`src/rtl/fetch_seq.sv`:
```
module fetch_seq #(
  parameter int AW = 16,
  parameter int DW = 8
) (
  input  logic          clk,
  input  logic          rst_n,
  input  logic          fetch_req,
  input  logic [AW-1:0] pc_in,
  input  logic [AW-1:0] rfsh_in,
  input  logic [DW-1:0] data_in,
  output logic [AW-1:0] addr_out,
  output logic          mreq_n,
  output logic          rd_n,
  output logic          m1_n,
  output logic          rfsh_n,
  output logic [DW-1:0] opcode,
  output logic          opc_valid
);

  typedef enum logic [2:0] {S_IDLE, S_T1, S_T2, S_T3, S_T4} st_t;

  st_t st, st_nx, fst;

  always_comb begin
    case (st)
      S_IDLE:  st_nx = fetch_req ? S_T1 : S_IDLE;
      S_T1:    st_nx = S_T2;
      S_T2:    st_nx = S_T3;
      S_T3:    st_nx = S_T4;
      S_T4:    st_nx = fetch_req ? S_T1 : S_IDLE;
      default: st_nx = S_IDLE;
    endcase
  end

  always_ff @(posedge clk or negedge rst_n) begin
    if (!rst_n) begin
      st       <= S_IDLE;
      addr_out <= '0;
      opcode   <= '0;
    end else begin
      st <= st_nx;
      if (st_nx == S_T1)
        addr_out <= pc_in;
      else if (st == S_T2)
        addr_out <= rfsh_in;
      if (st == S_T2)
        opcode <= data_in;
    end
  end

  always_ff @(negedge clk or negedge rst_n) begin
    if (!rst_n) fst <= S_IDLE;
    else        fst <= st;
  end

  logic in_fetch, rd_on;
  assign in_fetch  = (st == S_T1) || (st == S_T2);
  assign rd_on     = in_fetch && ((fst == S_T1) || (fst == S_T2));
  assign rd_n      = !rd_on;
  assign mreq_n    = !(rd_on || (fst == S_T3));
  assign m1_n      = !in_fetch;
  assign rfsh_n    = !((st == S_T3) || (st == S_T4));
  assign opc_valid = (st == S_T3);

  a_r3_rd_inside_mreq: assert property (@(posedge clk) disable iff (!rst_n)
    !rd_n |-> !mreq_n);
  a_r3_read_open_end_t1: assert property (@(posedge clk) disable iff (!rst_n)
    (st == S_T1) |-> (!rd_n && !mreq_n));
  a_r6_refresh_no_read: assert property (@(posedge clk) disable iff (!rst_n)
    !rfsh_n |-> (rd_n && m1_n));
  a_r7_refresh_req_end_t3: assert property (@(posedge clk) disable iff (!rst_n)
    (st == S_T3) |-> !mreq_n);
  a_r7_refresh_req_off_t4: assert property (@(posedge clk) disable iff (!rst_n)
    (st == S_T4) |-> mreq_n);
  a_r5_valid_one_clock: assert property (@(posedge clk) disable iff (!rst_n)
    opc_valid |=> !opc_valid);
  a_r2_addr_held_t2: assert property (@(posedge clk) disable iff (!rst_n)
    (st == S_T2) |-> $stable(addr_out));

endmodule

```
`config.mk`:
```
export PLATFORM = sky130hd
export DESIGN_NAME = fetch_seq
export DESIGN_NICKNAME = d
export VERILOG_FILES = /design/src/rtl/fetch_seq.sv
export SDC_FILE = /design/constraint.sdc
export NUM_CORES = 1
export LEC_CHECK = 0
export BUFFER_PORTS_ARGS = -buffer_cell sky130_fd_sc_hd__buf_2
export CAP_MARGIN = 20
export CELL_PAD_IN_SITES_DETAIL_PLACEMENT = 2
export CELL_PAD_IN_SITES_GLOBAL_PLACEMENT = 2
export CORE_UTILIZATION = 26
export DETAILED_ROUTE_END_ITERATION = 7
export PLACE_DENSITY = 0.71
export SYNTH_ARGS = -nofsm -noshare
export SYNTH_HDL_FRONTEND = slang
export SYNTH_SLANG_ARGS = --single-unit
```
`constraint.sdc`:
```
create_clock -name clk -period 1.6 [get_ports clk]
set_input_delay 0.24 -clock clk [delete_from_list [all_inputs] [get_ports clk]]
set_output_delay 0.24 -clock clk [all_outputs]
set_load 0.05 [all_outputs]
```
==> impl_metrics.json <==
{
  "synth-edff-count": 0,
  "synth.top_cells.by_area": "dfrtp_1, mux2_4, mux2_2",
  "die_w_um": 76.8,
  "worst_slack_ns": -0.679,
  "outcome": "finished, violations left",
  "crit_chain": "nor4b_4 > a31oi_4 > buf_6",
  "synth_warnings": 0,
  "final_util": 0.438,
  "drv_slew": 0,
  "dp.final_hpwl_mm": 2.93,
  "finalHoldViolCount": 0,
  "initial_core_util": 0.278,
  "worstPathRequired_ns": 1.36,
  "max_stage_delay_ns": 0.47,
  "cts_buffer_depth": 2,
  "numCtsBuffers": 5,
  "synth_area_leader_cell": "dfrtp_1",
  "drive_gt1_frac": 0.808,
  "ant_nets": 0,
  "tritoncts": "built",
  "grt_antenna_before_repair": 0,
  "synth_nets": 135,
  "place.gp.congestion": 0.666,
  "r2r_cells": 5,
  "syn_inst": 92,
  "die_h_um": 76.8,
  "drc": 0,
  "grt_pass1_wl_mm": 6.30,
  "rows": 26,
  "slew_headroom": 0.763,
  "grt_max_degree": 28,
  "synthFlopType": "dfrtp_1",
  "grt_pass1_vias": 1330,
  "setup_viol": 20,
  "io_pins": 72,
  "rsz0062_at_grt": "yes",
  "design.core.area_sq_mm": 0.00524,
  "ctsRootBufferMaster": "clkbuf_8",
  "die_area_sq_mm": 0.00590,
  "worst_slew_pin_slew_ns": 0.356,
  "clkTransAtPathRegs_ns": 0.06,
  "netlist_area_sq_mm": 0.00145,
  "hold_class": "input pin to asynchronous set/reset pin",
  "drt_pre_antenna_iters": 2,
  "synth_cell_types": 21,
  "synthToLayoutAreaGrowth_pct": 57.8,
  "io_buffers": 71,
  "criticalPathCategory": "flop to primary output",
  "cp_slowest_cell": "dfrtn_1",
  "hold_buffers": 0,
  "dr_total_vias": 1101,
  "endpoint_kind": "primary output",
  "syn_avg_cell_area_sq_um": 15.8,
  "ys_seq_area_frac": 0.516,
  "violations": "setup timing",
  "synthTopCellsByCount": "dfrtp_1, mux2_2, mux2_4",
  "async_flop_share": 1.00,
  "clkLatencyLatePin_ns": 0.28,
  "cts.htree.levels": 2,
  "grtUsageTotal": 0.139,
  "avgRoutedWirePerCell_um": 16.1,
  "vias_per_cell": 4.37,
  "path_max_fanout": 3,
  "skew_ns": 0.0116,
  "overflow": 0,
  "synth.most_common_cell": "dfrtp_1",
  "n_antenna_cell": 0,
  "drv_cap": 0,
  "drt-total-wl_mm": 4.07,
  "start_kind": "flop",
  "nets": 225,
  "cp.arrival_ns": 2.04,
  "netlist.area_leader.share": 0.465,
  "drt_iter0_drc": 23,
  "clock-sinks": 30,
  "ys_ff_latch": 30
}
through the flow:
stage / TNS, ns / hold WS [ns] / std cells / setup slack (ns) / area, sq um
final: -5.13 / 0.0717 / 252 / -0.679 / 2290
after global routing: -6.41 / 0.104 / 252 / -0.741 / 2290
after CTS: -2.86 / 0.0820 / 246 / -0.713 / 2110
after detailed placement: -1.38 / 0.384 / 239 / -0.467 / 2000
after global placement: -0.768 / 0.353 / 239 / -0.395 / 2000
after floorplan: -1.74 / -0.0556 / 92 / -0.318 / 1490
cells in the final DEF (no fill, tap or decap), types with 3 or more instances in the layout:
cell type / instances
mux2_2: 9
buf_4: 4
dfrtn_1: 3
buf_12: 3
clkbuf_8: 5
mux2_4: 31
buf_2: 66
dfrtp_2: 3
buf_6: 11
dfrtp_1: 24
critical path, delay by kind of cell (launching register included):
kind / cells / cell delay, ns
AO/OA/AOI/OAI: 1 / 0.05
buffers and inverters: 1 / 0.17
flip-flops: 1 / 0.47
AND/OR/NAND/NOR: 1 / 0.27
cell type report:
type	count	area (sq um)
well taps	70	87.6
clock buffers	7	76.3
flip-flops and latches	30	754
repair buffers	86	584
multi-input cells	56	778
fillers	517	2940
inverters	3	13.8
per-layer routing:
layer	up-vias	track usage	wire length (um)
met5	-	0	0
met4	0	0.0596	27
met3	5	0.0381	211
met2	44	0.258	2230
met1	554	0.145	1600
li1	498	-	-
flip-flops by register name, summed over array words and instances (netlist names):
signal	cells
st	3
addr_out	16
opcode	8
fst	3
what timing repair did:
action / CTS / global route
pin swaps: 0 / 2
endpoints found under the setup margin: 21 / 21
buffers inserted: 0 / 5
cloned: 0 / 1
resized for setup: 9 / 35
endpoints found under the hold margin: 0 / 0
cell families after synthesis:
group / count (synthesis) / share of synthesized area
xor+xnor: 2 / 0.0121
buf+inv: 6 / 0.0370
compound gates: 4 / 0.0241
simple gates: 10 / 0.0491
mux: 40 / 0.361
flops: 30 / 0.516
final timing paths:
check	to	slack [ns]	start
worst max-delay path	mreq_n	-0.68	fst[0]
worst min-delay path	addr_out[9]	0.07	rst_n
worst max register to register	addr_out[13]	-0.26	st[0]
worst min register to register	opcode[5]	0.50	opcode[5]
max in group asynchronous	fst[1]	0.98	rst_n
min in group clk	opcode[7]	0.20	data_in[7]
Power is left out: the tool's default activity adds up to more than one toggle a clock period on the data nets, which glitch-free logic cannot reach.
